### src/rtl/ivt_pkg.sv
package ivt_pkg;

  typedef enum logic [2:0] {
    MD_TC_IRQ    = 3'd0,
    MD_ONESHOT   = 3'd1,
    MD_RATE      = 3'd2,
    MD_SQUARE    = 3'd3,
    MD_SW_STROBE = 3'd4,
    MD_HW_STROBE = 3'd5
  } ivt_mode_e;

  // codes 6 and 7 fold onto the periodic modes
  function automatic ivt_mode_e fold_mode(input logic [2:0] m);
    if (m[2] && m[1]) return ivt_mode_e'({1'b0, m[1:0]});
    return ivt_mode_e'(m);
  endfunction

  function automatic logic gate_level_ignored(input ivt_mode_e m);
    return (m == MD_ONESHOT) || (m == MD_HW_STROBE);
  endfunction

  function automatic logic gate_edge_restarts(input ivt_mode_e m);
    return (m == MD_ONESHOT) || (m == MD_RATE) ||
           (m == MD_SQUARE)  || (m == MD_HW_STROBE);
  endfunction

endpackage

### src/rtl/ivt_cfg.sv
module ivt_cfg
  import ivt_pkg::*;
#(
  parameter int CW = 16
) (
  input  logic          clk,
  input  logic          rst,
  input  logic          load,
  input  logic [CW-1:0] load_val,
  input  logic [2:0]    mode_in,
  output logic [CW:0]   ld_init,
  output ivt_mode_e     ld_mode,
  output logic [CW:0]   init_q,
  output ivt_mode_e     mode_q,
  output logic          loaded_q
);

  localparam logic [CW:0] FULL_RANGE = {1'b1, {CW{1'b0}}};

  always_comb begin
    ld_init = (load_val == '0) ? FULL_RANGE : {1'b0, load_val};
    ld_mode = fold_mode(mode_in);
  end

  always_ff @(posedge clk) begin
    if (rst) begin
      init_q   <= '0;
      mode_q   <= MD_TC_IRQ;
      loaded_q <= 1'b0;
    end else if (load) begin
      init_q   <= ld_init;
      mode_q   <= ld_mode;
      loaded_q <= 1'b1;
    end
  end

endmodule

### src/rtl/ivt_gate_edge.sv
module ivt_gate_edge (
  input  logic clk,
  input  logic rst,
  input  logic gate,
  output logic rise
);

  logic gate_q;

  always_ff @(posedge clk) begin
    if (rst) gate_q <= 1'b0;
    else     gate_q <= gate;
  end

  assign rise = gate && !gate_q;

endmodule

### src/rtl/ivt_core.sv
module ivt_core
  import ivt_pkg::*;
#(
  parameter int CW = 16
) (
  input  logic          clk,
  input  logic          rst,
  input  logic          tick,
  input  logic          gate,
  input  logic          gate_rise,
  input  logic          load,
  input  logic [CW:0]   ld_init,
  input  ivt_mode_e     ld_mode,
  input  logic [CW:0]   init_q,
  input  ivt_mode_e     mode_q,
  input  logic          loaded_q,
  output logic          out_q,
  output logic [CW-1:0] count_o
);

  localparam int          W      = CW + 1;
  localparam logic [W-1:0] WRAP_V = {1'b0, {CW{1'b1}}};

  logic [W-1:0] cnt_q;
  logic         run_q, hi_q, tc_q;
  logic         restart, gate_ok, step, last_one, tc_hit, pulse_mode;

  always_comb begin
    restart    = loaded_q && gate_rise && gate_edge_restarts(mode_q);
    gate_ok    = gate_level_ignored(mode_q) || gate;
    step       = loaded_q && run_q && tick && gate_ok;
    last_one   = (cnt_q == W'(1));
    tc_hit     = last_one && !tc_q;
    pulse_mode = (mode_q == MD_SW_STROBE) || (mode_q == MD_HW_STROBE);
  end

  always_ff @(posedge clk) begin
    if (rst) begin
      cnt_q <= '0;
      out_q <= 1'b0;
      run_q <= 1'b0;
      hi_q  <= 1'b1;
      tc_q  <= 1'b0;
    end else if (load) begin
      cnt_q <= ld_init;
      tc_q  <= 1'b0;
      hi_q  <= 1'b1;
      run_q <= !gate_level_ignored(ld_mode);
      out_q <= (ld_mode == MD_ONESHOT) || (ld_mode == MD_SQUARE);
    end else if (restart) begin
      cnt_q <= init_q;
      tc_q  <= 1'b0;
      hi_q  <= 1'b1;
      run_q <= 1'b1;
      out_q <= (mode_q == MD_SQUARE);
    end else if (step) begin
      unique case (mode_q)
        MD_RATE: begin
          if (last_one) begin
            cnt_q <= init_q;
            out_q <= 1'b1;
          end else begin
            cnt_q <= cnt_q - W'(1);
            out_q <= 1'b0;
          end
        end
        MD_SQUARE: begin
          if (cnt_q <= W'(2)) begin
            if (init_q == W'(1)) begin
              cnt_q <= init_q;
              out_q <= 1'b1;
              hi_q  <= 1'b1;
            end else if (hi_q) begin
              cnt_q <= init_q - {{CW{1'b0}}, init_q[0]};
              out_q <= 1'b0;
              hi_q  <= 1'b0;
            end else begin
              cnt_q <= init_q;
              out_q <= 1'b1;
              hi_q  <= 1'b1;
            end
          end else begin
            cnt_q <= cnt_q - W'(2);
          end
        end
        default: begin
          cnt_q <= (cnt_q == '0) ? WRAP_V : cnt_q - W'(1);
          if (tc_hit) tc_q <= 1'b1;
          if (pulse_mode) out_q <= tc_hit;
          else            out_q <= out_q || tc_hit;
        end
      endcase
    end
  end

  assign count_o = cnt_q[CW-1:0];

endmodule

### src/rtl/ivt_channel.sv
module ivt_channel
  import ivt_pkg::*;
#(
  parameter int CW = 16
) (
  input  logic          clk,
  input  logic          rst,
  input  logic          tick,
  input  logic          gate,
  input  logic          load,
  input  logic [CW-1:0] load_val,
  input  logic [2:0]    mode,
  output logic          out,
  output logic [CW-1:0] count
);

  logic [CW:0] ld_init, init_q;
  ivt_mode_e   ld_mode, mode_q;
  logic        loaded_q, gate_rise;

  ivt_cfg #(.CW(CW)) cfg_i (
    .clk(clk), .rst(rst), .load(load), .load_val(load_val), .mode_in(mode),
    .ld_init(ld_init), .ld_mode(ld_mode), .init_q(init_q), .mode_q(mode_q),
    .loaded_q(loaded_q)
  );

  ivt_gate_edge edge_i (
    .clk(clk), .rst(rst), .gate(gate), .rise(gate_rise)
  );

  ivt_core #(.CW(CW)) core_i (
    .clk(clk), .rst(rst), .tick(tick), .gate(gate), .gate_rise(gate_rise),
    .load(load), .ld_init(ld_init), .ld_mode(ld_mode), .init_q(init_q),
    .mode_q(mode_q), .loaded_q(loaded_q), .out_q(out), .count_o(count)
  );

endmodule

### config.mk
export PLATFORM = sky130hd
export DESIGN_NAME = ivt_channel
export DESIGN_NICKNAME = d
export VERILOG_FILES = /design/src/rtl/ivt_pkg.sv /design/src/rtl/ivt_cfg.sv /design/src/rtl/ivt_gate_edge.sv /design/src/rtl/ivt_core.sv /design/src/rtl/ivt_channel.sv
export SDC_FILE = /design/constraint.sdc
export NUM_CORES = 1
export LEC_CHECK = 0
export ABC_AREA = 1
export BUFFER_PORTS_ARGS = -buffer_cell sky130_fd_sc_hd__buf_4
export CELL_PAD_IN_SITES_DETAIL_PLACEMENT = 1
export CELL_PAD_IN_SITES_GLOBAL_PLACEMENT = 2
export CORE_UTILIZATION = 25
export CTS_CLUSTER_SIZE = 40
export DETAILED_ROUTE_END_ITERATION = 10
export HOLD_SLACK_MARGIN = 0.05
export MAX_ROUTING_LAYER = met4
export PLACE_DENSITY = 0.81
export SETUP_SLACK_MARGIN = 0.5
export SYNTH_ARGS = -nofsm -noshare
export SYNTH_HDL_FRONTEND = slang
export SYNTH_SLANG_ARGS = --single-unit
### constraint.sdc
create_clock -name clk -period 1.9 [get_ports clk]
set_clock_uncertainty 0.2 [all_clocks]
set_input_delay 0.285 -clock clk [delete_from_list [all_inputs] [get_ports clk]]
set_output_delay 0.285 -clock clk [all_outputs]
set_load 0.03 [all_outputs]
# Word-level counts from Yosys, hierarchy flattened
# Cells that the tools add are included.
# word_totals
output_inout_bits	17
reg_bits	43
inputBits	24
# classes
n_lt_le_gt_ge	1
muxes	24
n_bitwise	1
n_reduce_logical	29
addsub	3
n_eq_ne	11
# op_table
op	count
17-bit two-way mux	9
17-bit by 1-bit == test with 1-bit output (second input constant)	2
17-bit one-hot mux with 2 select lines	1
17-bit by 2-bit <= comparator with 1-bit output (second input constant)	1
17-bit zero test	1
17-bit by 1-bit subtractor with 17-bit output	1
17-bit by 1-bit subtractor with 17-bit output (second input constant)	1
17-bit by 2-bit subtractor with 17-bit output (second input constant)	1
16-bit zero test	1
1-bit two-way mux	11
3-bit by 2-bit == test with 1-bit output (second input constant)	3
3-bit == test (second input constant)	3
1-bit logical OR	9
1-bit logical AND	8
3-bit by 1-bit == test with 1-bit output (second input constant)	2
3-bit two-way mux	2
3-bit AND reduction	2
4-bit by 3-bit inequality test with 1-bit output (second input constant)	1
1-bit zero test	3
3-bit nonzero test	1
3-bit OR reduction	1
1-bit one-hot mux with 2 select lines	1
2-bit AND reduction	1
2-bit nonzero test	1
other kinds (2)	2

# Logic depth before layout (Yosys ltp)
# logic_depth
ltp_word	8
depth_mapped	16
depth_no_buf	15

# By module
# Synthesis repeated with hierarchy kept, for this count alone.
# unflattened
cells_unflattened	526
area_unflattened_um2	3357.0
# modules_own_cells
mod	area_each_um2	seq_area_each_um2	n_inst	cells_each
ivt_core	2463.6	420.4	1	397
ivt_cfg	862.1	420.4	1	125
ivt_gate_edge	31.3	20.0	1	4

# Worst setup path before layout
# OpenSTA, ideal clock, no wires.
# synth_path
kind	register to register
startpoint	register core_i.cnt_q[1]
endpoint	register core_i.cnt_q[9]
synth_period_minus_slack_ns	1.910
arrival_time_ns	1.601
required_ns	1.591
setup_ns	0.109
path_stages_with_launch	15
path_slack_ns	-0.010
path_buffers	1
cell_sequence	dfxtp_1 inv_1 ha_1 nand2_2 nor2_4 nand2_4 nand3_2 inv_2 buf_6 nand2_1 nand3_1 nand2_1 nand3_1 nand2_1 inv_1
# synth_via
elab_chain_cells	6
elab_cells_between_ends	12
# synth_rtl
element	line	rtl
from (decl)	ivt_core.sv:24	logic [W-1:0] cnt_q;
from (signal assigned)	ivt_core.sv:45	cnt_q <= ld_init;
from (signal assigned)	ivt_core.sv:51	cnt_q <= init_q;
from (signal assigned)	ivt_core.sv:60	cnt_q <= init_q;
17-bit by 1-bit subtractor with 17-bit output, or another cell as far along	ivt_core.sv:63, ivt_core.sv:87	
17-bit two-way mux (on tied branches)	ivt_core.sv:87, ivt_core.sv:59, ivt_core.sv:68	
17-bit one-hot mux with 2 select lines (*)	ivt_core.sv:57	unique case (mode_q)
17-bit two-way mux (*)	ivt_core.sv:56	end else if (step) begin
17-bit two-way mux (*)	ivt_core.sv:50	end else if (restart) begin
17-bit two-way mux (*)	ivt_core.sv:44	end else if (load) begin
# Mark *: on every way between the ends. The rest lies on a longest branch, timed or not. The select of a mux whose other input is x is not followed.
# A chain may end at the register's enable or synchronous reset.

# Worst setup path after layout
# layout_path
startpoint	register core_i.cnt_q[1]
endpoint	register core_i.cnt_q[13]
# Same word-level chain as after synthesis.

==> metrics.yaml <==
syn_inst: 571
synth_area_leaders: "dfxtp_1, nand2_1, inv_1"
cts_buffers: 5
io_buffers: 40
fillers: 1746
p_leak_nw: 2.56
drc: 0
finalCritPeriodShare_pct: 102
wl_um: 14500
cts_buffer_depth: 2
cts_tree: "done"
fin_setup_tns_ps: -61.1
io_pins: 41
clk_pin_slew_ps: 70
rows: 42
die_x_um: 120
cp_max_fo: 7
final_hold_viol_count: 0
rsz0062_at_grt: "yes"
viasPerCell: 4.82
seq_area_frac_synth_pct: 24.6
hp-start: "mode[1]"
power_density_nw_per_um2: 686
cts.sinks: 43
violations: "negative setup slack"
areaGrowthSynthToFinish_pct: 51.4
overflow: 0
grtUsageTotal_pct: 19.7
gp_congestion: 0.879
synth_area_um2: 3490
report.final.slew_viol_count: 0
period_needed_ps: 1930
holdCritPathClass: "in -> reg"
grt_pass1_wl_um: 21600
arrival_ps: 1930
ys.flop_type: "dfxtp_1"
reg2regPathDepth: 15
synth_area_per_cell_um2: 6.12
cts-root-buf: "clkbuf_16"
antenna_cells: 0
crit_type: "reg -> reg"
synthArstFlopShare_pct: 0
ys_ff_latch: 43
placed_cells: 818
grt_max_degree: 32
max_clock_freq_ghz: 0.517
nNetsFinal: 710
ir_worst_vdd_mv: 0.333
cap_violations: 0
critPathLaunchType: "flip-flop"
final_cells: 857
synth.distinct_cells: 33
setup_viol_count_final: 7
drive_gt1_share_pct: 39.5
dp_slack_ps: -103
max_slew_margin_pct: 60.0
r2r-start: "core_i.cnt_q[1]$_SDFFE_PP0P_"
crit_path_end_kind: "flip-flop"
rrSetupSlack_ps: -30
vias: 4129
cp_data_required_time_ps: 1900
die_y_um: 120
first_iter_violations: 131
syn_nets: 601
synth_edf_count: 0
antenna_found_initial: 0
coreArea_um2: 13500
initial_utilization_pct: 26.0
clk-insertion-delay-late_ps: 300
wl_per_cell_um: 16.9
dpl.hpwl_um: 10200
ys.warnings.count: 0
min_to: "core_i.run_q$_SDFFE_PP0P_"
worstMarginPinSlew_ps: 600
worst_slack_ps: -32.5
crit-reg2reg-capture: "core_i.cnt_q[13]$_SDFFE_PP0P_"
status: "finished with violations"
final_util_pct: 39.3
synth_top_area_share_pct: 24.6
drtPass1Iterations: 4
die-area_um2: 14500
grt_pass1_vias: 4110
yosysTopAreaCell: "dfxtp_1"
postRouteAntennaNets: 0
min_path_cells: 3
htree_levels: 2
-- how the worst max path moves through the flow --
stage	end	from	slack, ps	depth (start not counted)
floorplan	core_i.cnt_q[12]$_SDFFE_PP0P_	core_i.cnt_q[1]$_SDFFE_PP0P_	140	14
detailed placement	core_i.cnt_q[16]$_SDFFE_PP0P_	core_i.cnt_q[0]$_SDFFE_PP0P_	-100	11
global route	core_i.cnt_q[9]$_SDFFE_PP0P_	core_i.cnt_q[1]$_SDFFE_PP0P_	-130	13
finish	core_i.cnt_q[13]$_SDFFE_PP0P_	core_i.cnt_q[1]$_SDFFE_PP0P_	-30	15
CTS	core_i.cnt_q[4]$_SDFFE_PP0P_	core_i.cnt_q[1]$_SDFFE_PP0P_	10	11
global placement	core_i.cnt_q[0]$_SDFFE_PP0P_	core_i.cnt_q[7]$_SDFFE_PP0P_	-50	13
-- worst max-delay path, cell delays in order (launching register included) --
cell,delay [ps]
dfxtp_4,380
inv_8,80
ha_4,120
inv_2,30
nor2_2,80
nand2_2,70
nor2_4,160
nand2_4,100
nand2_8,110
nand2_8,90
nand2_4,110
nand3_2,60
nand2_2,70
nand3_2,50
nand2_1,60
inv_1,40
-- flip-flops by register name (all words and copies together) (netlist names) --
register / flops
cfg_i.init_q: 17
core_i.cnt_q: 17
cfg_i.mode_q: 3
cfg_i.loaded_q: 1
core_i.hi_q: 1
core_i.out_q: 1
core_i.run_q: 1
core_i.tc_q: 1
edge_i.gate_q: 1
-- metrics by stage --
stage	hold slack [ps]	cell area [um^2]	power, mW
global route	89.0	5290	3.80
CTS	75.4	4920	3.42
floorplan	221	3600	1.86
global placement	249	4400	2.29
detailed placement	248	4400	2.32
finish	74.7	5290	3.63
-- cells by family (layout without fill, tap and decap cells) --
kind of cell | Yosys count | in the layout | synth area share [%]
XOR/XNOR | 12 | 12 | 3.01
AND/OR/NAND/NOR | 325 | 326 | 43.9
AO/OA/AOI/OAI | 83 | 83 | 12.5
buffers and inverters | 102 | 211 | 13.8
flip-flops | 43 | 43 | 24.6
adder cells (fa/ha/maj) | 6 | 6 | 2.15
-- placed cells by master (no fill, tap or decap), drive strengths merged --
| master | Yosys | layout |
|---|---|---|
| a21oi | 49 | 49 |
| buf | 25 | 132 |
| clkbuf | 7 | 7 |
| clkinv | 1 | 2 |
| dfxtp | 43 | 43 |
| dlygate4sd3 | 0 | 1 |
| ha | 6 | 6 |
| inv | 69 | 69 |
| nand2 | 172 | 173 |
| nand3 | 56 | 56 |
| nand3b | 1 | 1 |
| nand4 | 14 | 14 |
| nor2 | 78 | 78 |
| nor3 | 4 | 4 |
| o211ai | 1 | 1 |
| o21a | 2 | 2 |
| o21ai | 29 | 29 |
| o21bai | 1 | 1 |
| o221ai | 1 | 1 |
| xor2 | 12 | 12 |
-- layer usage --
metal	wire length (um)	vias up	global-route usage (%)
met3	627	33	2.83
met2	7010	114	32.1
met5	0	-	-
li1	-	2030	-
met4	445	0	7.02
met1	6370	1952	24.7
-- synth_stat cells (all sizes together) (4+ instances only) --
cell type and count:
nand4 14, clkbuf 7, a21oi 49, nor2 78
nand2 172, o21ai 29, nor3 4, nand3 56
xor2 12, inv 69, buf 25, dfxtp 43
ha 6
-- layout make-up --
class | instances | area (um^2) | area share [%]
Tap cell | 176 | 220 | 4.16
Clock inverter | 1 | 8.76 | 0.166
Clock buffer | 7 | 143 | 2.70
Sequential cell | 43 | 897 | 17.0
Timing Repair Buffer | 133 | 1140 | 21.6
Multi-Input combinational cell | 427 | 2590 | 49.0
Inverter | 70 | 285 | 5.39
-- where the power goes --
group	internal [mW]	switching (mW)
Combinational	0.678	0.943
Sequential	0.971	0.0900
Clock	0.528	0.418
-- repair_timing --
item	4_1_cts	5_1_grt
hold buffers	1	0
buffers inserted	15	14
gates cloned	1	0
pin swaps	17	15
hold endpoints to repair	1	0
gates resized for setup	72	69
endpoints found under the setup margin	36	36
Note: power is estimated with default switching activity, not from simulation.
